--- src/rtl/tport_cfg_pkg.sv ---
package tport_cfg_pkg;

    localparam int REG_W    = 32;
    localparam int MODE_BIT = 31;
    localparam int EN_BIT   = 29;
    localparam int DIV_LSB  = 26;
    localparam int DIV_W    = 3;
    localparam int CNT_W    = 3;

    typedef enum logic {
        PORT_REDUCED = 1'b0,
        PORT_FULL    = 1'b1
    } port_mode_e;

    typedef struct packed {
        port_mode_e       mode;
        logic             clk_en;
        logic [DIV_W-1:0] div_code;
    } cfg_t;

    typedef struct packed {
        logic [CNT_W-1:0] last;    // terminal count (N-1)
        logic [CNT_W-1:0] half;    // first count with the clock high (N/2)
        logic             bypass;  // ratio 1: strobe every cycle, clock low
    } div_sel_t;

    function automatic cfg_t unpack_cfg(input logic [REG_W-1:0] d);
        cfg_t c;
        c.mode     = port_mode_e'(d[MODE_BIT]);
        c.clk_en   = d[EN_BIT];
        c.div_code = d[DIV_LSB +: DIV_W];
        return c;
    endfunction

    function automatic logic [REG_W-1:0] pack_cfg(input cfg_t c);
        logic [REG_W-1:0] r;
        r                    = '0;
        r[MODE_BIT]          = c.mode;
        r[EN_BIT]            = c.clk_en;
        r[DIV_LSB +: DIV_W]  = c.div_code;
        return r;
    endfunction

    function automatic div_sel_t decode_div(input logic [DIV_W-1:0] code);
        div_sel_t s;
        case (code)
            3'b000: begin
                s.last = CNT_W'(0); s.half = CNT_W'(0); s.bypass = 1'b1;
            end
            3'b011: begin
                s.last = CNT_W'(3); s.half = CNT_W'(2); s.bypass = 1'b0;
            end
            3'b111: begin
                s.last = CNT_W'(7); s.half = CNT_W'(4); s.bypass = 1'b0;
            end
            default: begin // 001 and every reserved code run at ratio 2
                s.last = CNT_W'(1); s.half = CNT_W'(1); s.bypass = 1'b0;
            end
        endcase
        return s;
    endfunction

endpackage

--- src/rtl/tport_cfg_reg.sv ---
module tport_cfg_reg
    import tport_cfg_pkg::*;
#(
    parameter int DATA_W = REG_W
) (
    input  logic              clk,
    input  logic              rst,
    input  logic              wr_en,
    input  logic [DATA_W-1:0] wr_data,
    output cfg_t              cfg_o,
    output logic              locked_o,
    output logic [DATA_W-1:0] rd_data_o
);

    cfg_t cfg_q;
    logic locked_q;

    always_ff @(posedge clk) begin
        if (rst) begin
            cfg_q    <= '0;
            locked_q <= 1'b0;
        end else if (wr_en && !locked_q) begin
            cfg_q    <= unpack_cfg(REG_W'(wr_data));
            locked_q <= 1'b1;
        end
    end

    assign cfg_o     = cfg_q;
    assign locked_o  = locked_q;
    assign rd_data_o = DATA_W'(pack_cfg(cfg_q));

    AST_FIRST_WRITE_LOCKS: assert property (@(posedge clk) disable iff (rst)
        (wr_en && !locked_q) |=> locked_q);
    AST_LOCK_STICKY: assert property (@(posedge clk) disable iff (rst)
        locked_q |=> locked_q);
    AST_LATE_WRITE_IGNORED: assert property (@(posedge clk) disable iff (rst)
        (locked_q && wr_en) |=> $stable(cfg_q));

endmodule

--- src/rtl/tport_div_decode.sv ---
module tport_div_decode
    import tport_cfg_pkg::*;
#(
    parameter int CODE_W = DIV_W
) (
    input  logic [CODE_W-1:0] code_i,
    output div_sel_t          sel_o
);

    assign sel_o = decode_div(DIV_W'(code_i));

endmodule

--- src/rtl/tport_clkgen.sv ---
module tport_clkgen
    import tport_cfg_pkg::*;
#(
    parameter int CW = CNT_W
) (
    input  logic     clk,
    input  logic     rst,
    input  logic     en_i,
    input  div_sel_t sel_i,
    output logic     tick_o,
    output logic     mclk_o
);

    logic [CW-1:0] cnt_q, cnt_next;
    logic          mclk_q;
    logic [CW-1:0] last_w, half_w;

    assign last_w = CW'(sel_i.last);
    assign half_w = CW'(sel_i.half);

    always_comb begin
        if (!en_i)
            cnt_next = '0;
        else if (cnt_q >= last_w)
            cnt_next = '0;
        else
            cnt_next = cnt_q + CW'(1);
    end

    always_ff @(posedge clk) begin
        if (rst) begin
            cnt_q  <= '0;
            mclk_q <= 1'b0;
        end else begin
            cnt_q  <= cnt_next;
            mclk_q <= en_i && !sel_i.bypass && (cnt_next >= half_w);
        end
    end

    assign tick_o = en_i && (cnt_q == last_w);
    assign mclk_o = mclk_q;

    AST_QUIET_WHEN_OFF: assert property (@(posedge clk) disable iff (rst)
        !en_i |=> !mclk_o);
    AST_CNT_IN_RANGE: assert property (@(posedge clk) disable iff (rst)
        en_i |-> (cnt_q <= last_w));
    AST_TICK_GAP: assert property (@(posedge clk) disable iff (rst)
        (tick_o && !sel_i.bypass) |=> !tick_o);
    AST_BYPASS_CLK_LOW: assert property (@(posedge clk) disable iff (rst)
        sel_i.bypass |=> !mclk_o);

endmodule

--- src/rtl/tport_cfg.sv ---
module tport_cfg
    import tport_cfg_pkg::*;
(
    input  logic        clk,
    input  logic        rst,
    input  logic        wr_en,
    input  logic [31:0] wr_data,
    output logic [31:0] rd_data,
    output logic        full_mode,
    output logic        mclk_tick,
    output logic        mclk_out
);

    cfg_t     cfg;
    logic     locked;
    div_sel_t div_sel;

    tport_cfg_reg #(.DATA_W(REG_W)) u_reg (
        .clk      (clk),
        .rst      (rst),
        .wr_en    (wr_en),
        .wr_data  (wr_data),
        .cfg_o    (cfg),
        .locked_o (locked),
        .rd_data_o(rd_data)
    );

    tport_div_decode #(.CODE_W(DIV_W)) u_dec (
        .code_i(cfg.div_code),
        .sel_o (div_sel)
    );

    tport_clkgen #(.CW(CNT_W)) u_gen (
        .clk   (clk),
        .rst   (rst),
        .en_i  (cfg.clk_en),
        .sel_i (div_sel),
        .tick_o(mclk_tick),
        .mclk_o(mclk_out)
    );

    assign full_mode = (cfg.mode == PORT_FULL);

    AST_MODE_FROZEN: assert property (@(posedge clk) disable iff (rst)
        locked |=> $stable(full_mode));

endmodule

--- config.mk ---
export PLATFORM = sky130hd
export DESIGN_NAME = tport_cfg
export DESIGN_NICKNAME = d
export VERILOG_FILES = /design/src/rtl/tport_cfg_pkg.sv /design/src/rtl/tport_cfg_reg.sv /design/src/rtl/tport_div_decode.sv /design/src/rtl/tport_clkgen.sv /design/src/rtl/tport_cfg.sv
export SDC_FILE = /design/constraint.sdc
export NUM_CORES = 1
export LEC_CHECK = 0
export BUFFER_PORTS_ARGS = -buffer_cell sky130_fd_sc_hd__buf_2
export CAP_MARGIN = 25
export CORE_ASPECT_RATIO = 0.7
export CORE_MARGIN = 4
export CORE_UTILIZATION = 41
export CTS_BUF_LIST = sky130_fd_sc_hd__clkbuf_8
export DETAILED_ROUTE_END_ITERATION = 16
export PLACE_DENSITY_LB_ADDON = 0.25
export SLEW_MARGIN = 20
export SYNTH_ARGS = -nofsm -noshare
export SYNTH_HDL_FRONTEND = slang
export SYNTH_SLANG_ARGS = --single-unit
--- constraint.sdc ---
create_clock -name clk -period 4.58 [get_ports clk]
set_input_delay 0.687 -clock clk [delete_from_list [all_inputs] [get_ports clk]]
set_output_delay 0.687 -clock clk [all_outputs]
set_load 0.01 [all_outputs]
### After elaboration in Yosys (flattened, before gate mapping)

Index checks and enable logic that the tools add are counted.

* output and inout bits: 35
* input port bits: 35
* register bits after elaboration: 10
* logic and storage cells: 22

* reductions and logical operators: 7
* $lt $le $gt $ge: 2
* equality and inequality tests: 3
* multiplexer cells: 3
* add/sub/neg operators: 1

Operators with widths (count)
* case mux 7 bit (3 select lines): 1
* >= comparator 3 bit: 2
* 2-to-1 mux 3 bit: 2
* logical AND 1 bit: 4
* adder 3 x 1 -> 3 bit, second input constant: 1
* == test 3 x 2 -> 1 bit, second input constant: 1
* == test 3 bit: 1
* == test 3 bit, second input constant: 1
* zero test 3 bit: 1
* zero test 1 bit: 2

### Logic depth before layout (Yosys ltp)

Gate-level depths: netlist of run 1.

* depth after elaboration: 7
* depth in mapped cells: 10
* gate-level depth less buffers: 10

### By module

Synthesis of run 1 repeated with hierarchy kept, for this count alone.

* cell total of the unflattened synthesis: 102
* area total of the unflattened synthesis: 893.4 µm²

Modules (own cells, without submodules)
* tport_cfg_reg: cells each 58, area each 518.0 µm², times used 1, seq. area each 120.1 µm²
* tport_clkgen: cells each 37, area each 320.3 µm², times used 1, seq. area each 80.1 µm²
* tport_div_decode: cells each 7, area each 55.1 µm², times used 1, seq. area each 0.0 µm²

### Worst setup path after synthesis of run 1

No wires, ideal clock.

* path kind: register -> register
* from: register u_reg.cfg_q, in the netlist u_reg.cfg_o[1]
* to: register u_gen.mclk_q (netlist: u_gen.mclk_o)
* data required time: 4477 ps
* data arrival time: 2239 ps
* library setup time: 103 ps
* setup slack: 2238 ps
* buffers on the path: 0
* clock period less this slack: 2342 ps
* stages on the path, launching flop included: 11
* cells stage by stage: dfxtp_1 -> nor3_1 -> inv_1 -> ha_1 -> nor2b_2 -> o2111ai_4 -> nand2b_1 -> ha_1 -> nand2b_1 -> nand3_1 -> a2111oi_2

* cells in the longest elaborated chain, start to end: 7
* elaborated cells on any way between the ends: 11
* classes of those cells: 2 x order compare; 2 x eq/ne; 3 x mux; 4 x reduce/logical

RTL lines
* start: declaration: line tport_cfg_reg.sv:15 `cfg_t cfg_q;`
* start signal: assignment: line tport_cfg_reg.sv:23 `cfg_q <= unpack_cfg(REG_W'(wr_data));`
* == test 3 bit, or another cell as far along: line tport_cfg_pkg.sv:46 `case (code)`
* case mux 7 bit (3 select lines) (*): line tport_cfg_pkg.sv:46
* >= comparator 3 bit: line tport_clkgen.sv:24 `else if (cnt_q >= last_w)`
* 2-to-1 mux 3 bit: line tport_clkgen.sv:24
* 2-to-1 mux 3 bit: line tport_clkgen.sv:22 `if (!en_i)`
* >= comparator 3 bit: line tport_clkgen.sv:36 `mclk_q <= en_i && !sel_i.bypass && (cnt_next >= half_w);`
* logical AND 1 bit (*): line tport_clkgen.sv:36
* end signal: assignment: line tport_clkgen.sv:36
* end: declaration: line tport_clkgen.sv:15 `logic mclk_q;`

Every way passes the cells marked *; elsewhere a longest branch is shown, timed or not.
A chain may end at the register's enable or synchronous reset.

### Final worst setup path of run 1

Same ends and word-level chain as after synthesis.

==> impl_results.html, run 1 <==
<table>
<tr><th>Metric</th><th>Value</th></tr>
<tr><th colspan="2">Logic synthesis</th></tr>
<tr><td>Area share of the leading cell type in the synthesized netlist</td><td>0.291</td></tr>
<tr><td>Count of yosys warnings during synthesis</td><td>0</td></tr>
<tr><td>Proportion of synthesized chip area in sequential cells</td><td>0.258</td></tr>
<tr><td>Post-Synthesis Cell Area</td><td>774 µm²</td></tr>
<tr><td>Number of instances in the synthesized netlist</td><td>approximately 90</td></tr>
<tr><td>Distinct cell type count after synthesis</td><td>19</td></tr>
<tr><td>Synthesized area per cell</td><td>8.70 µm²</td></tr>
<tr><td>Cell type contributing the most total cell area after synthesis</td><td>sky130_fd_sc_hd__buf_4</td></tr>
<tr><td>Largest cells by area after synthesis</td><td>sky130_fd_sc_hd__buf_4, sky130_fd_sc_hd__dfxtp_1, sky130_fd_sc_hd__ha_1, sky130_fd_sc_hd__mux2i_1, sky130_fd_sc_hd__nor2_1</td></tr>
<tr><td>#FFs+latches synth</td><td>10</td></tr>
<tr><th colspan="2">Final layout</th></tr>
<tr><td>Fill count</td><td>167</td></tr>
<tr><td>NumNets Final</td><td>146</td></tr>
<tr><td>Area growth from synthesis to final layout</td><td>3.07%</td></tr>
<tr><td>Fraction of layout cells with a size suffix above 1</td><td>0.243</td></tr>
<tr><td>Area of all placed cells without fillers</td><td>798 µm²</td></tr>
<tr><td>Diodes inserted</td><td>0</td></tr>
<tr><td>Post-route non-filler standard cell count</td><td>124</td></tr>
<tr><th colspan="2">Pwr</th></tr>
<tr><td>Worst IR drop on VDD</td><td>222 µV</td></tr>
<tr><td>Relative contribution of combinational cells to total power</td><td>0.157</td></tr>
<tr><td>Portion of total power attributed to the clock network</td><td>0.452</td></tr>
<tr><td>Power per standard cell area</td><td>between 300 and 400 mW/mm²</td></tr>
<tr><td>Total net switching power</td><td>0.0631 mW</td></tr>
<tr><td>Reg power frac</td><td>0.391</td></tr>
<tr><td>Leakage power of the design</td><td>0.401 nW</td></tr>
<tr><td>Switching Fraction</td><td>0.260</td></tr>
<tr><td>Internal power</td><td>~0.18 mW</td></tr>
<tr><th colspan="2">Critical path</th></tr>
<tr><td>Required @ worst endpoint</td><td>4.71 ns</td></tr>
<tr><td>Arrival @ worst endpoint</td><td>2.64 ns</td></tr>
<tr><td>Startpoint-to-endpoint class of the critical path</td><td>flip-flop to flip-flop</td></tr>
<tr><td>Buf+Inv Stages, Crit Path</td><td>1</td></tr>
<tr><td>Worst reg2reg startpoint</td><td>u_reg.cfg_o[1]</td></tr>
<tr><td>Worst path top cell family by delay</td><td>simple AND/OR/NAND/NOR gates</td></tr>
<tr><td>Launch point of the worst path</td><td>u_reg.cfg_o[1]</td></tr>
<tr><td>Delay of the slowest critical-path stage</td><td>0.39 ns</td></tr>
<tr><td>Cell at the slowest stage of the critical path</td><td>sky130_fd_sc_hd__nor3_1</td></tr>
<tr><td>Kind of start point of the critical path</td><td>flip-flop</td></tr>
<tr><td>Worst setup EP type</td><td>flip-flop</td></tr>
<tr><td>Maximum fanout encountered on the critical timing path</td><td>6</td></tr>
<tr><td>Worst path cell trace</td><td>nor3_1 -&gt; inv_1 -&gt; ha_1 -&gt; nor2b_2 -&gt; o2111ai_4 -&gt; nand2b_1 -&gt; ha_1 -&gt; nand2b_1 -&gt; nand3_1 -&gt; a2111oi_2</td></tr>
<tr><th colspan="2">Placement</th></tr>
<tr><td>Hpwl dp</td><td>979 µm</td></tr>
<tr><td>Input/output buffers</td><td>15</td></tr>
<tr><td>Number of cells after detailed placement</td><td>120</td></tr>
<tr><td>Post-DP Area</td><td>743 µm²</td></tr>
<tr><td>Weighted congestion at the end of routability-driven global placement</td><td>between 0.7 and 0.8</td></tr>
<tr><th colspan="2">Timing</th></tr>
<tr><td>Final slew viol count</td><td>0</td></tr>
<tr><td>Number of endpoints with negative hold slack in the final report</td><td>0</td></tr>
<tr><td>Sum of negative setup slack</td><td>0 ns</td></tr>
<tr><td>Final Setup Violations</td><td>0</td></tr>
<tr><td>Max Clock Skew</td><td>0.00188 ns</td></tr>
<tr><td>Tcrit/Tclk final</td><td>0.548</td></tr>
<tr><td>Unrepaired setup endpoints after global routing</td><td>false</td></tr>
<tr><td>Final critical delay including setup and external delays</td><td>2.51 ns</td></tr>
<tr><td>Highest clock frequency the design can meet</td><td>398 MHz</td></tr>
<tr><th colspan="2">Worst hold path</th></tr>
<tr><td>Worst hold-check path type</td><td>flip-flop to flip-flop</td></tr>
<tr><td>Hold path start</td><td>u_gen.cnt_q[0]</td></tr>
<tr><th colspan="2">Detailed routing</th></tr>
<tr><td>Residual DRC count</td><td>0</td></tr>
<tr><td>Iteration-0 DRC count of the detailed router</td><td>1</td></tr>
<tr><td>Detail-routed net length per standard cell</td><td>about 9.6 µm</td></tr>
<tr><td>Vias after detailed routing</td><td>497</td></tr>
<tr><td>Remaining antenna violation count after routing</td><td>0</td></tr>
<tr><td>Routed WL</td><td>1200 µm</td></tr>
<tr><td>Detailed-route vias per instance</td><td>4.01</td></tr>
<tr><td>Detailed-router iteration count before antenna repair</td><td>2</td></tr>
<tr><th colspan="2">Die</th></tr>
<tr><td>Die Width</td><td>approximately 60 µm</td></tr>
<tr><td>Site row count</td><td>12</td></tr>
<tr><td>Core area</td><td>between 0.0015 and 0.002 mm²</td></tr>
<tr><td>Initial cell density of the core</td><td>0.461</td></tr>
<tr><td>Die Height</td><td>44.4 µm</td></tr>
<tr><td>Floorplan die area</td><td>0.00266 mm²</td></tr>
<tr><td>Num ports</td><td>70</td></tr>
<tr><th colspan="2">CTS</th></tr>
<tr><td>Clock tree from TritonCTS</td><td>done</td></tr>
<tr><td>Number of clock sinks</td><td>10</td></tr>
<tr><td>H-tree depth</td><td>1</td></tr>
<tr><td>Inserted Clock Buffers</td><td>3</td></tr>
<tr><td>Root cell of the clock tree</td><td>sky130_fd_sc_hd__clkbuf_8</td></tr>
<tr><td>Post-CTS setup buffers</td><td>0</td></tr>
<tr><td>Hold_buf cts</td><td>0</td></tr>
<tr><td>Clock Path Buffers</td><td>2</td></tr>
<tr><td>Clock slew at the register clock pins of the worst setup and hold paths</td><td>about 0.05 ns</td></tr>
<tr><td>Total of cells resized after clock tree synthesis</td><td>0</td></tr>
<tr><td>Worst skew pair latency</td><td>0.23 ns</td></tr>
<tr><th colspan="2">Global route</th></tr>
<tr><td>Number of global-route vias before repair</td><td>about 470</td></tr>
<tr><td>Maximum number of pins on one net before global-route repair</td><td>11</td></tr>
<tr><td>Tot GR Track Use</td><td>0.0947</td></tr>
<tr><td>Wire length of the first global-routing pass</td><td>~1900 µm</td></tr>
<tr><td>Initial antenna violation count</td><td>0</td></tr>
<tr><td>Grt total ovfl</td><td>0</td></tr>
<tr><th colspan="2">Job</th></tr>
<tr><td>Max-cap viol count</td><td>0</td></tr>
<tr><th colspan="2">Run status</th></tr>
<tr><td>Result of the run</td><td>finished, final reports clean</td></tr>
</table>
[cell usage after synthesis]
cell,n
sky130_fd_sc_hd__mux2i_1,5
sky130_fd_sc_hd__nand2b_1,2
sky130_fd_sc_hd__nor2_1,10
sky130_fd_sc_hd__a2111oi_2,1
sky130_fd_sc_hd__conb_1,1
sky130_fd_sc_hd__nor3_2,1
sky130_fd_sc_hd__o2111ai_4,1
sky130_fd_sc_hd__nand2_1,4
sky130_fd_sc_hd__nor3_1,3
sky130_fd_sc_hd__buf_2,1
sky130_fd_sc_hd__xnor2_1,1
sky130_fd_sc_hd__ha_1,7
sky130_fd_sc_hd__dfxtp_1,10
sky130_fd_sc_hd__nand3_1,2
sky130_fd_sc_hd__a21oi_1,2
sky130_fd_sc_hd__buf_4,30
sky130_fd_sc_hd__or2_2,1
sky130_fd_sc_hd__nor2b_2,2
sky130_fd_sc_hd__inv_1,5
[cell usage in the layout (no fill, tap or decap)]
cell | Yosys | routed
sky130_fd_sc_hd__inv_1 | 5 | 5
sky130_fd_sc_hd__nand2b_1 | 2 | 2
sky130_fd_sc_hd__nand2_1 | 4 | 4
sky130_fd_sc_hd__nor3_1 | 3 | 3
sky130_fd_sc_hd__nor3_2 | 1 | 1
sky130_fd_sc_hd__conb_1 | 1 | 27
sky130_fd_sc_hd__a2111oi_2 | 1 | 1
sky130_fd_sc_hd__dfxtp_1 | 10 | 10
sky130_fd_sc_hd__buf_2 | 1 | 15
sky130_fd_sc_hd__xnor2_1 | 1 | 1
sky130_fd_sc_hd__ha_1 | 7 | 7
sky130_fd_sc_hd__nor2_1 | 10 | 10
sky130_fd_sc_hd__mux2i_1 | 5 | 5
sky130_fd_sc_hd__or2_2 | 1 | 1
sky130_fd_sc_hd__o2111ai_4 | 1 | 1
sky130_fd_sc_hd__a21oi_1 | 2 | 2
sky130_fd_sc_hd__clkbuf_8 | 0 | 4
sky130_fd_sc_hd__nor2b_2 | 2 | 2
sky130_fd_sc_hd__nand3_1 | 2 | 2
[worst register-to-register path, delay by kind of cell, from the launching register on]
family                     cells  cell delay, ns
and+or+nand+nor                5            0.92
adders and majority gates      2            0.57
AOI/OAI and AO/OA              2            0.47
buffers and inverters          1            0.10
DFF                            1            0.35
[stage by stage]
stage	hold WS (ns)	setup WS, ns	power, mW	util
after floorplan	0.430	2.24	0.144	-
after global placement	0.468	2.07	0.134	0.442
after detailed placement	0.481	2.05	0.134	0.442
after CTS	0.486	2.05	0.246	0.475
after global routing	0.506	1.87	0.260	0.475
final	0.479	2.07	0.243	0.475
[metal layers]
| metal | up-vias | share of wire | wire length (µm) | track usage |
|---|---|---|---|---|
| met5 | - | 0 | 0 | 0 |
| met4 | 0 | 0 | 0 | 0.0133 |
| met3 | 0 | 0.11 | 136 | 0.0612 |
| met2 | 28 | 0.43 | 518 | 0.144 |
| met1 | 212 | 0.45 | 541 | 0.115 |
| li1 | 257 | - | - | - |
[registers in the layout, summed over array words and instances, names as in the netlist]
signal,count
u_reg.cfg_o,5
u_gen.cnt_q,3
u_gen.mclk_o,1
u_reg.locked_o,1
[power groups by stage]
stage | combinational, mW | clock [mW] | sequential (mW)
floorplan | 0.0469 | 0 | 0.0969
global placement | 0.0373 | 0 | 0.0964
detailed placement | 0.0376 | 0 | 0.0965
CTS | 0.0381 | 0.113 | 0.0948
global route | 0.0433 | 0.121 | 0.0953
finish | 0.0381 | 0.110 | 0.0949
[path summary, 6_finish.rpt]
path	cells past startpoint	endpoint	slack, ns
hold reg to reg	1	u_gen.cnt_q[0]	0.48
hold / removal	1	u_gen.cnt_q[0]	0.48
setup / recovery	10	u_gen.mclk_o	2.07
setup reg to reg	10	u_gen.mclk_o	2.07
[cell families (layout without fill, tap and decap cells)]
family	Yosys count	count (layout)	synth area share
AO/OA/AOI/OAI	4	4	0.0662
buffers and inverters	36	24	0.321
adder cells (fa/ha/maj)	7	7	0.113
flip-flops	10	10	0.258
multiplexers	5	5	0.0646
AND/OR/NAND/NOR	25	25	0.160
XOR/XNOR	1	1	0.0113
other	1	27	0.00484
[final cells by class]
| class | instances | area [µm²] | area share |
|---|---|---|---|
| Inverter | 5 | 18.8 | 0.0235 |
| Timing Repair Buffer | 15 | 75.1 | 0.0940 |
| Tap cell | 21 | 26.3 | 0.0329 |
| Multi-Input combinational cell | 69 | 423 | 0.530 |
| Clock buffer | 4 | 55.1 | 0.0690 |
| Sequential cell | 10 | 200 | 0.251 |
No activity file was read; power rests on OpenSTA's default activity.
==> inputs of run 2 (changes only) <==
--- a/config.mk
+++ b/config.mk
@@ -5,11 +5,12 @@
 export SDC_FILE = /design/constraint.sdc
 export NUM_CORES = 1
 export LEC_CHECK = 0
+export ABC_AREA = 1
 export BUFFER_PORTS_ARGS = -buffer_cell sky130_fd_sc_hd__buf_2
 export CAP_MARGIN = 25
 export CORE_ASPECT_RATIO = 0.7
 export CORE_MARGIN = 4
-export CORE_UTILIZATION = 41
+export CORE_UTILIZATION = 35
 export CTS_BUF_LIST = sky130_fd_sc_hd__clkbuf_8
 export DETAILED_ROUTE_END_ITERATION = 16
 export PLACE_DENSITY_LB_ADDON = 0.25
==> constraint.sdc (replaced) <==
create_clock -name clk -period 2.03 [get_ports clk]
set_input_delay 0.3045 -clock clk [delete_from_list [all_inputs] [get_ports clk]]
set_output_delay 0.3045 -clock clk [all_outputs]
set_load 0.01 [all_outputs]
==> impl_results.html, run 2 <==
<table>
<tr><th>Metric</th><th>Value</th></tr>
<tr><th colspan="2">Run status</th></tr>
<tr><td>Result of the run</td><td>finished, final reports clean (unchanged)</td></tr>
<tr><th colspan="2">CTS</th></tr>
<tr><td>Clock slew at the register clock pins of the worst setup and hold paths</td><td>0.05 ns (about the same)</td></tr>
<tr><td>H-tree depth</td><td>1 (unchanged)</td></tr>
<tr><td>Worst skew pair latency</td><td>0.24 ns (was 0.23 ns)</td></tr>
<tr><td>Root cell of the clock tree</td><td>sky130_fd_sc_hd__clkbuf_8 (unchanged)</td></tr>
<tr><td>Clock Path Buffers</td><td>2 (unchanged)</td></tr>
<tr><td>Number of clock sinks</td><td>10 (unchanged)</td></tr>
<tr><td>Inserted Clock Buffers</td><td>3 (unchanged)</td></tr>
<tr><td>Clock tree from TritonCTS</td><td>done (unchanged)</td></tr>
<tr><th colspan="2">Final layout</th></tr>
<tr><td>Fraction of layout cells with a size suffix above 1</td><td>0.280 (was 0.243)</td></tr>
<tr><td>Area growth from synthesis to final layout</td><td>13.7% (was 3.07%)</td></tr>
<tr><td>Post-route non-filler standard cell count</td><td>157 (was 124)</td></tr>
<tr><td>Largest register FFs</td><td>5 (unchanged)</td></tr>
<tr><td>Finished Core Util</td><td>0.419 (was 0.475)</td></tr>
<tr><td>Top library cells by usage in the layout, fill and taps aside</td><td>sky130_fd_sc_hd__conb_1, sky130_fd_sc_hd__nor2_1, sky130_fd_sc_hd__buf_2 (was sky130_fd_sc_hd__conb_1, sky130_fd_sc_hd__buf_2, sky130_fd_sc_hd__nor2_1, sky130_fd_sc_hd__dfxtp_1, sky130_fd_sc_hd__ha_1)</td></tr>
<tr><td>Diodes inserted</td><td>0 (unchanged)</td></tr>
<tr><td>NumNets Final</td><td>168 (was 146)</td></tr>
<tr><td>Leading cell type in the layout, fill and taps excluded</td><td>sky130_fd_sc_hd__conb_1 (unchanged)</td></tr>
<tr><td>Area of all placed cells without fillers</td><td>895 µm² (was 798 µm²)</td></tr>
<tr><th colspan="2">Logic synthesis</th></tr>
<tr><td>Compound-gate portion of the synthesized area</td><td>0.0445 (was 0.0662)</td></tr>
<tr><td>Most common cell in the synthesized netlist</td><td>sky130_fd_sc_hd__buf_4 (unchanged)</td></tr>
<tr><td>Area share of the leading cell type in the synthesized netlist</td><td>0.277 (was 0.291)</td></tr>
<tr><td>Number of flops mapped to enable cells by yosys</td><td>0 (unchanged)</td></tr>
<tr><td>Cell type contributing the most total cell area after synthesis</td><td>sky130_fd_sc_hd__buf_4 (unchanged)</td></tr>
<tr><td>Most used flip-flop cell after synthesis</td><td>sky130_fd_sc_hd__dfxtp_1 (unchanged)</td></tr>
<tr><td>Proportion of synthesized chip area in sequential cells</td><td>0.254 (was 0.258)</td></tr>
<tr><td>Number of instances in the synthesized netlist</td><td>108 (was 89)</td></tr>
<tr><td>Post-Synthesis Cell Area</td><td>787 µm² (was 774 µm²)</td></tr>
<tr><td>Top cells by count, synth</td><td>sky130_fd_sc_hd__buf_4, sky130_fd_sc_hd__nor2_1, sky130_fd_sc_hd__inv_1 (was sky130_fd_sc_hd__buf_4, sky130_fd_sc_hd__dfxtp_1, sky130_fd_sc_hd__nor2_1)</td></tr>
<tr><td>#FFs+latches synth</td><td>10 (unchanged)</td></tr>
<tr><td>Distinct cell type count after synthesis</td><td>15 (was 19)</td></tr>
<tr><td>Main combinational cell family by area after synthesis</td><td>buffers and inverters (unchanged)</td></tr>
<tr><td>Largest cells by area after synthesis</td><td>sky130_fd_sc_hd__buf_4, sky130_fd_sc_hd__dfxtp_1, sky130_fd_sc_hd__ha_1, sky130_fd_sc_hd__nor2_1, sky130_fd_sc_hd__inv_1 (was sky130_fd_sc_hd__buf_4, sky130_fd_sc_hd__dfxtp_1, sky130_fd_sc_hd__ha_1, sky130_fd_sc_hd__mux2i_1, sky130_fd_sc_hd__nor2_1)</td></tr>
<tr><td>Adder-Cell Fraction of Synth Area</td><td>0.111 (was 0.113)</td></tr>
<tr><td>Count of yosys warnings during synthesis</td><td>0 (unchanged)</td></tr>
<tr><td>Multiplexer fraction of the synthesized cell area</td><td>0 (was 0.0646)</td></tr>
<tr><td>Share of synthesized cell area in and, or, nand and nor gates</td><td>0.242 (was 0.160)</td></tr>
<tr><td>Synthesized area per cell</td><td>7.29 µm² (was 8.70 µm²)</td></tr>
<tr><td>Synth async-reset ratio</td><td>0 (unchanged)</td></tr>
<tr><td>Post-Synth XOR/XNOR Area</td><td>0 (was 0.0113)</td></tr>
<tr><th colspan="2">Timing</th></tr>
<tr><td>Tcrit/Tclk final</td><td>0.930 (was 0.548)</td></tr>
<tr><td>Max Clock Skew</td><td>0.00265 ns (was 0.00188 ns)</td></tr>
<tr><td>Unrepaired setup endpoints after global routing</td><td>false (unchanged)</td></tr>
<tr><td>Number of endpoints with negative hold slack in the final report</td><td>0 (unchanged)</td></tr>
<tr><td>Hold slack</td><td>0.291 ns (was 0.479 ns)</td></tr>
<tr><td>Least setup slack across all paths after layout</td><td>0.143 ns (was 2.07 ns)</td></tr>
<tr><td>Highest clock frequency the design can meet</td><td>530 MHz (was 398 MHz)</td></tr>
<tr><td>Final critical delay including setup and external delays</td><td>1.89 ns (was 2.51 ns)</td></tr>
<tr><td>Final slew viol count</td><td>0 (unchanged)</td></tr>
<tr><td>Final Setup Violations</td><td>0 (unchanged)</td></tr>
<tr><td>Sum of negative setup slack</td><td>0 ns (unchanged)</td></tr>
<tr><th colspan="2">Critical path</th></tr>
<tr><td>FF-to-FF setup slack</td><td>0.14 ns (was 2.07 ns)</td></tr>
<tr><td>Launch point of the worst path</td><td>u_reg.cfg_o[2] (was u_reg.cfg_o[1])</td></tr>
<tr><td>Reg2reg path depth</td><td>13 (was 10)</td></tr>
<tr><td>Arrival @ worst endpoint</td><td>2.02 ns (was 2.64 ns)</td></tr>
<tr><td>Worst reg2reg startpoint</td><td>u_reg.cfg_o[2] (was u_reg.cfg_o[1])</td></tr>
<tr><td>Worst setup EP type</td><td>flip-flop (unchanged)</td></tr>
<tr><td>Required @ worst endpoint</td><td>2.17 ns (was 4.71 ns)</td></tr>
<tr><td>Startpoint-to-endpoint class of the critical path</td><td>flip-flop to flip-flop (unchanged)</td></tr>
<tr><td>Maximum fanout encountered on the critical timing path</td><td>5 (was 6)</td></tr>
<tr><td>Kind of start point of the critical path</td><td>flip-flop (unchanged)</td></tr>
<tr><th colspan="2">Die</th></tr>
<tr><td>Core area</td><td>0.00214 mm² (was 0.00168 mm²)</td></tr>
<tr><td>Die Width</td><td>64.7 µm (was 59.9 µm)</td></tr>
<tr><td>Num ports</td><td>70 (unchanged)</td></tr>
<tr><td>Initial cell density of the core</td><td>0.368 (was 0.461)</td></tr>
<tr><td>Die Height</td><td>47.7 µm (was 44.4 µm)</td></tr>
<tr><td>Site row count</td><td>14 (was 12)</td></tr>
<tr><td>Floorplan die area</td><td>0.00308 mm² (was 0.00266 mm²)</td></tr>
<tr><th colspan="2">Global route</th></tr>
<tr><td>Met2 Use GR</td><td>0.143 (was 0.144)</td></tr>
<tr><td>Maximum number of pins on one net before global-route repair</td><td>7 (was 11)</td></tr>
<tr><td>Tot GR Track Use</td><td>0.0911 (was 0.0947)</td></tr>
<tr><td>Initial antenna violation count</td><td>0 (unchanged)</td></tr>
<tr><td>Number of global-route vias before repair</td><td>511 (was 467)</td></tr>
<tr><td>Most heavily used metal layer in global routing</td><td>met2 (unchanged)</td></tr>
<tr><td>Met3 track demand over resource</td><td>0.0469 (was 0.0612)</td></tr>
<tr><td>Grt total ovfl</td><td>0 (unchanged)</td></tr>
<tr><td>Wire length of the first global-routing pass</td><td>2050 µm (was 1870 µm)</td></tr>
<tr><td>Global routing usage on met1</td><td>0.108 (was 0.115)</td></tr>
<tr><th colspan="2">Pwr</th></tr>
<tr><td>Leakage power of the design</td><td>0.499 nW (was 0.401 nW)</td></tr>
<tr><td>Power per standard cell area</td><td>662 mW/mm² (was 304 mW/mm²)</td></tr>
<tr><td>Post-layout total power</td><td>0.592 mW (was 0.243 mW)</td></tr>
<tr><td>Worst IR drop on VDD</td><td>346 µV (was 222 µV)</td></tr>
<tr><th colspan="2">Detailed routing</th></tr>
<tr><td>Iteration-0 DRC count of the detailed router</td><td>21 (was 1)</td></tr>
<tr><td>Detailed-router iteration count before antenna repair</td><td>3 (was 2)</td></tr>
<tr><td>Vias after detailed routing</td><td>583 (was 497)</td></tr>
<tr><td>Detail-routed net length per standard cell</td><td>8.85 µm (was 9.65 µm)</td></tr>
<tr><td>Detailed-route vias per instance</td><td>3.71 (was 4.01)</td></tr>
<tr><td>Residual DRC count</td><td>0 (unchanged)</td></tr>
<tr><td>Routed WL</td><td>1390 µm (was 1200 µm)</td></tr>
<tr><td>Remaining antenna violation count after routing</td><td>0 (unchanged)</td></tr>
<tr><th colspan="2">Placement</th></tr>
<tr><td>Post-DP Area</td><td>790 µm² (was 743 µm²)</td></tr>
<tr><td>DP Worst Slack</td><td>-0.0262 ns (was 2.05 ns)</td></tr>
<tr><td>Hpwl dp</td><td>1190 µm (was 979 µm)</td></tr>
<tr><td>Weighted congestion at the end of routability-driven global placement</td><td>0.730 (was 0.793)</td></tr>
<tr><td>Input/output buffers</td><td>15 (unchanged)</td></tr>
<tr><td>Number of cells after detailed placement</td><td>153 (was 120)</td></tr>
<tr><th colspan="2">Worst hold path</th></tr>
<tr><td>Hold path start</td><td>wr_en (was u_gen.cnt_q[0])</td></tr>
<tr><td>Worst hold-check path type</td><td>input port to flip-flop (was flip-flop to flip-flop)</td></tr>
<tr><td>Number of cells traversed by the worst hold path</td><td>3 (was 1)</td></tr>
<tr><th colspan="2">Job</th></tr>
<tr><td>Max-cap viol count</td><td>0 (unchanged)</td></tr>
</table>
## run 2: kinds of logic (layout without fill, tap and decap cells)
logic type / Yosys count / after routing
and+or+nand+nor: 40 / 40
AOI/OAI and AO/OA: 7 / 7
other: 1 / 27
DFF: 10 / 10
buffers and inverters: 43 / 34
adders and majority gates: 7 / 7
## run 2: per-layer routing
metal,wire length [µm],part of all wire
met2,622,0.45
met1,634,0.46
met5,0,0
met3,124,0.089
met4,8,0.0058
## run 2: layout make-up
type / count / area, µm²
fill: 236 / 1240
multi-input combinational: 81 / 458
sequential: 10 / 206
timing repair buffer: 16 / 82.6
clock buffer: 4 / 55.1
inverter: 14 / 52.6
tap: 32 / 40.0
## run 2: worst paths after layout
path,to
max,u_gen.mclk_o
min,u_reg.locked_o
max reg2reg,u_gen.mclk_o
min reg2reg,u_reg.locked_o
## run 2: worst max-delay path: stages, from the launching register on
cell and delay (ns):
sky130_fd_sc_hd__dfxtp_2 0.35, sky130_fd_sc_hd__nor3_4 0.20, sky130_fd_sc_hd__inv_2 0.07, sky130_fd_sc_hd__ha_4 0.26, sky130_fd_sc_hd__inv_1 0.03, sky130_fd_sc_hd__nand2_1 0.06
sky130_fd_sc_hd__nand2_2 0.08, sky130_fd_sc_hd__nand3_1 0.11, sky130_fd_sc_hd__inv_1 0.05, sky130_fd_sc_hd__ha_1 0.30, sky130_fd_sc_hd__nand3_1 0.09, sky130_fd_sc_hd__nand3_1 0.08
sky130_fd_sc_hd__nand2_1 0.07, sky130_fd_sc_hd__inv_1 0.04
## run 2: power breakdown
part / internal [mW] / leakage, nW / switching (mW)
logic: 0.0450 / 0.387 / 0.0758
clock network: 0.170 / 0.0288 / 0.0783
registers: 0.208 / 0.0834 / 0.0144
## run 2: repair_timing
action	4_1_cts	5_1_grt
cloned	0	0
resized for setup	3	9
hold buffers	0	0
setup buffers	0	0
setup endpoints to repair	1	1
pin swaps	1	1
==> inputs of run 3 (changes only) <==
--- a/config.mk
+++ b/config.mk
@@ -5,12 +5,12 @@
 export SDC_FILE = /design/constraint.sdc
 export NUM_CORES = 1
 export LEC_CHECK = 0
-export ABC_AREA = 1
+export ABC_AREA = 0
 export BUFFER_PORTS_ARGS = -buffer_cell sky130_fd_sc_hd__buf_2
 export CAP_MARGIN = 25
 export CORE_ASPECT_RATIO = 0.7
 export CORE_MARGIN = 4
-export CORE_UTILIZATION = 35
+export CORE_UTILIZATION = 34
 export CTS_BUF_LIST = sky130_fd_sc_hd__clkbuf_8
 export DETAILED_ROUTE_END_ITERATION = 16
 export PLACE_DENSITY_LB_ADDON = 0.25
==> constraint.sdc (replaced) <==
create_clock -name clk -period 2.03 [get_ports clk]
set_input_delay 0.3045 -clock clk [delete_from_list [all_inputs] [get_ports clk]]
set_output_delay 0.3045 -clock clk [all_outputs]
set_load 0.02 [all_outputs]
==> impl_results.html, run 3 (synthesized netlist as in run 1, its figures left out) <==
<table>
<tr><th>Metric</th><th>Value</th></tr>
<tr><th colspan="2">Timing</th></tr>
<tr><td>Sum of negative setup slack</td><td>-0.0649 ns (was 0 ns)</td></tr>
<tr><td>Hold slack</td><td>0.286 ns (was 0.291 ns)</td></tr>
<tr><td>Final slew viol count</td><td>0 (unchanged)</td></tr>
<tr><td>Unrepaired setup endpoints after global routing</td><td>true (was false)</td></tr>
<tr><td>Highest clock frequency the design can meet</td><td>477 MHz (was 530 MHz)</td></tr>
<tr><td>Number of endpoints with negative hold slack in the final report</td><td>0 (unchanged)</td></tr>
<tr><td>Least setup slack across all paths after layout</td><td>-0.0649 ns (was 0.143 ns)</td></tr>
<tr><td>Tcrit/Tclk final</td><td>1.03 (was 0.930)</td></tr>
<tr><td>Max Clock Skew</td><td>0.00566 ns (was 0.00265 ns)</td></tr>
<tr><td>Final Setup Violations</td><td>1 (was 0)</td></tr>
<tr><td>Final critical delay including setup and external delays</td><td>2.09 ns (was 1.89 ns)</td></tr>
<tr><th colspan="2">Detailed routing</th></tr>
<tr><td>Remaining antenna violation count after routing</td><td>0 (unchanged)</td></tr>
<tr><td>Detail-routed net length per standard cell</td><td>9.11 µm (was 8.85 µm)</td></tr>
<tr><td>Residual DRC count</td><td>0 (unchanged)</td></tr>
<tr><td>Routed WL</td><td>1310 µm (was 1390 µm)</td></tr>
<tr><td>Detailed-router iteration count before antenna repair</td><td>4 (was 3)</td></tr>
<tr><td>Vias after detailed routing</td><td>548 (was 583)</td></tr>
<tr><td>Detailed-route vias per instance</td><td>3.81 (was 3.71)</td></tr>
<tr><td>Iteration-0 DRC count of the detailed router</td><td>4 (was 21)</td></tr>
<tr><th colspan="2">Pwr</th></tr>
<tr><td>Post-layout total power</td><td>0.613 mW (was 0.592 mW)</td></tr>
<tr><td>Leakage power of the design</td><td>0.471 nW (was 0.499 nW)</td></tr>
<tr><td>Worst IR drop on VDD</td><td>365 µV (was 346 µV)</td></tr>
<tr><td>Power per standard cell area</td><td>658 mW/mm² (was 662 mW/mm²)</td></tr>
<tr><th colspan="2">Placement</th></tr>
<tr><td>Post-DP Area</td><td>867 µm² (was 790 µm²)</td></tr>
<tr><td>Input/output buffers</td><td>15 (unchanged)</td></tr>
<tr><td>Number of cells after detailed placement</td><td>140 (was 153)</td></tr>
<tr><td>Weighted congestion at the end of routability-driven global placement</td><td>0.734 (was 0.730)</td></tr>
<tr><td>Hpwl dp</td><td>1150 µm (was 1190 µm)</td></tr>
<tr><td>DP Worst Slack</td><td>-0.101 ns (was -0.0262 ns)</td></tr>
<tr><th colspan="2">CTS</th></tr>
<tr><td>Worst skew pair latency</td><td>0.24 ns (about the same)</td></tr>
<tr><td>Clock slew at the register clock pins of the worst setup and hold paths</td><td>0.05 ns (about the same)</td></tr>
<tr><td>Number of clock sinks</td><td>10 (unchanged)</td></tr>
<tr><td>H-tree depth</td><td>1 (unchanged)</td></tr>
<tr><td>Inserted Clock Buffers</td><td>3 (unchanged)</td></tr>
<tr><td>Clock Path Buffers</td><td>2 (unchanged)</td></tr>
<tr><td>Post-CTS setup buffers</td><td>0 (unchanged)</td></tr>
<tr><td>Hold_buf cts</td><td>0 (unchanged)</td></tr>
<tr><td>Root cell of the clock tree</td><td>sky130_fd_sc_hd__clkbuf_8 (unchanged)</td></tr>
<tr><td>Clock tree from TritonCTS</td><td>done (unchanged)</td></tr>
<tr><th colspan="2">Final layout</th></tr>
<tr><td>Finished Core Util</td><td>0.433 (was 0.419)</td></tr>
<tr><td>Fill count</td><td>213 (was 236)</td></tr>
<tr><td>Fraction of layout cells with a size suffix above 1</td><td>0.375 (was 0.280)</td></tr>
<tr><td>Top library cells by usage in the layout, fill and taps aside</td><td>sky130_fd_sc_hd__conb_1, sky130_fd_sc_hd__buf_2, sky130_fd_sc_hd__nor2_1 (was sky130_fd_sc_hd__conb_1, sky130_fd_sc_hd__nor2_1, sky130_fd_sc_hd__buf_2)</td></tr>
<tr><td>Largest register FFs</td><td>5 (unchanged)</td></tr>
<tr><td>Area of all placed cells without fillers</td><td>932 µm² (was 895 µm²)</td></tr>
<tr><td>Post-route non-filler standard cell count</td><td>144 (was 157)</td></tr>
<tr><td>Area growth from synthesis to final layout</td><td>20.4% (was 13.7%)</td></tr>
<tr><td>Leading cell type in the layout, fill and taps excluded</td><td>sky130_fd_sc_hd__conb_1 (unchanged)</td></tr>
<tr><td>Diodes inserted</td><td>0 (unchanged)</td></tr>
<tr><td>NumNets Final</td><td>155 (was 168)</td></tr>
<tr><th colspan="2">Die</th></tr>
<tr><td>Site row count</td><td>14 (unchanged)</td></tr>
<tr><td>Floorplan die area</td><td>0.00312 mm² (was 0.00308 mm²)</td></tr>
<tr><td>Core area</td><td>0.00215 mm² (was 0.00214 mm²)</td></tr>
<tr><td>Num ports</td><td>70 (unchanged)</td></tr>
<tr><td>Die Height</td><td>47.9 µm (was 47.7 µm)</td></tr>
<tr><td>Die Width</td><td>65.0 µm (was 64.7 µm)</td></tr>
<tr><td>Initial cell density of the core</td><td>0.359 (was 0.368)</td></tr>
<tr><th colspan="2">Critical path</th></tr>
<tr><td>Maximum fanout encountered on the critical timing path</td><td>5 (unchanged)</td></tr>
<tr><td>Endpoint of the most critical register-to-register path</td><td>u_gen.mclk_o (unchanged)</td></tr>
<tr><td>Kind of start point of the critical path</td><td>flip-flop (unchanged)</td></tr>
<tr><td>Startpoint-to-endpoint class of the critical path</td><td>flip-flop to flip-flop (unchanged)</td></tr>
<tr><td>Worst setup EP type</td><td>flip-flop (unchanged)</td></tr>
<tr><td>Arrival @ worst endpoint</td><td>2.24 ns (was 2.02 ns)</td></tr>
<tr><td>Required @ worst endpoint</td><td>2.17 ns (about the same)</td></tr>
<tr><td>Worst reg2reg startpoint</td><td>u_reg.cfg_o[0] (was u_reg.cfg_o[2])</td></tr>
<tr><td>FF-to-FF setup slack</td><td>-0.06 ns (was 0.14 ns)</td></tr>
<tr><td>Reg2reg path depth</td><td>10 (was 13)</td></tr>
<tr><th colspan="2">Global route</th></tr>
<tr><td>Maximum number of pins on one net before global-route repair</td><td>11 (was 7)</td></tr>
<tr><td>Grt total ovfl</td><td>0 (unchanged)</td></tr>
<tr><td>Initial antenna violation count</td><td>0 (unchanged)</td></tr>
<tr><td>Number of global-route vias before repair</td><td>431 (was 511)</td></tr>
<tr><td>Tot GR Track Use</td><td>0.0862 (was 0.0911)</td></tr>
<tr><td>Wire length of the first global-routing pass</td><td>1940 µm (was 2050 µm)</td></tr>
<tr><th colspan="2">Worst hold path</th></tr>
<tr><td>Hold path start</td><td>wr_en (unchanged)</td></tr>
<tr><td>Number of cells traversed by the worst hold path</td><td>3 (unchanged)</td></tr>
<tr><td>End point of the worst hold path</td><td>u_reg.locked_o (unchanged)</td></tr>
<tr><td>Worst hold-check path type</td><td>input port to flip-flop (unchanged)</td></tr>
<tr><th colspan="2">Run status</th></tr>
<tr><td>Violated checks</td><td>setup timing</td></tr>
<tr><td>Result of the run</td><td>finished with violations (was finished, final reports clean)</td></tr>
<tr><th colspan="2">Job</th></tr>
<tr><td>Max-cap viol count</td><td>0 (unchanged)</td></tr>
</table>
run 3: cell count changes in the layout (fill, tap and decap cells not counted), sizes merged:
cell     change
mux2i        +5
nand2        -6
buf          +8
a2111oi      +1
nand2b       +2
o21ai        -5
nor3         +3
o2111ai      +1
inv          -9
nor2        -11
nor2b        +2
nand3        -5
xnor2        +1
run 3: critical path: stages, from the launching register on:
cell,delay [ns]
sky130_fd_sc_hd__dfxtp_4,0.36
sky130_fd_sc_hd__nor3_4,0.20
sky130_fd_sc_hd__inv_2,0.06
sky130_fd_sc_hd__ha_4,0.22
sky130_fd_sc_hd__nor2b_4,0.12
sky130_fd_sc_hd__o2111ai_4,0.14
sky130_fd_sc_hd__nand2b_4,0.17
sky130_fd_sc_hd__ha_1,0.26
sky130_fd_sc_hd__nand2b_4,0.11
sky130_fd_sc_hd__nand3_1,0.07
sky130_fd_sc_hd__a2111oi_2,0.29
run 3: worst max path at each step:
stage	start	endpoint
2_1_floorplan	u_reg.cfg_o[0]	u_gen.mclk_o
3_3_place_gp	u_reg.cfg_o[1]	u_gen.mclk_o
3_5_place_dp	u_reg.cfg_o[1]	u_gen.mclk_o
4_1_cts	u_reg.cfg_o[0]	u_gen.mclk_o
5_1_grt	u_reg.cfg_o[0]	u_gen.mclk_o
6_report	u_reg.cfg_o[0]	u_gen.mclk_o
run 3: final cells by class:
cell class | instances | area, µm² | share of cell area
Multi-Input combinational cell | 69 | 467 | 0.501
Sequential cell | 10 | 209 | 0.224
Timing Repair Buffer | 24 | 143 | 0.153
Clock buffer | 4 | 55.1 | 0.0591
Tap cell | 32 | 40.0 | 0.0430
Inverter | 5 | 18.8 | 0.0201
run 3: per-layer routing:
| metal | wire length [µm] | vias up | track usage |
|---|---|---|---|
| li1 | - | 277 | - |
| met1 | 612 | 242 | 0.112 |
| met2 | 558 | 27 | 0.126 |
| met3 | 129 | 2 | 0.0376 |
| met4 | 11 | 0 | 0.0372 |
| met5 | 0 | - | 0 |
run 3: repair_timing:
item,in CTS,in global routing
hold endpoints to repair,0,0
gates resized for setup,1,1
endpoints found under the setup margin,1,1
run 3: power breakdown:
| group | switching (mW) | internal, mW |
|---|---|---|
| clock network | 0.0858 | 0.171 |
| logic | 0.0926 | 0.0502 |
| registers | 0.00926 | 0.204 |
| total | 0.188 | 0.425 |
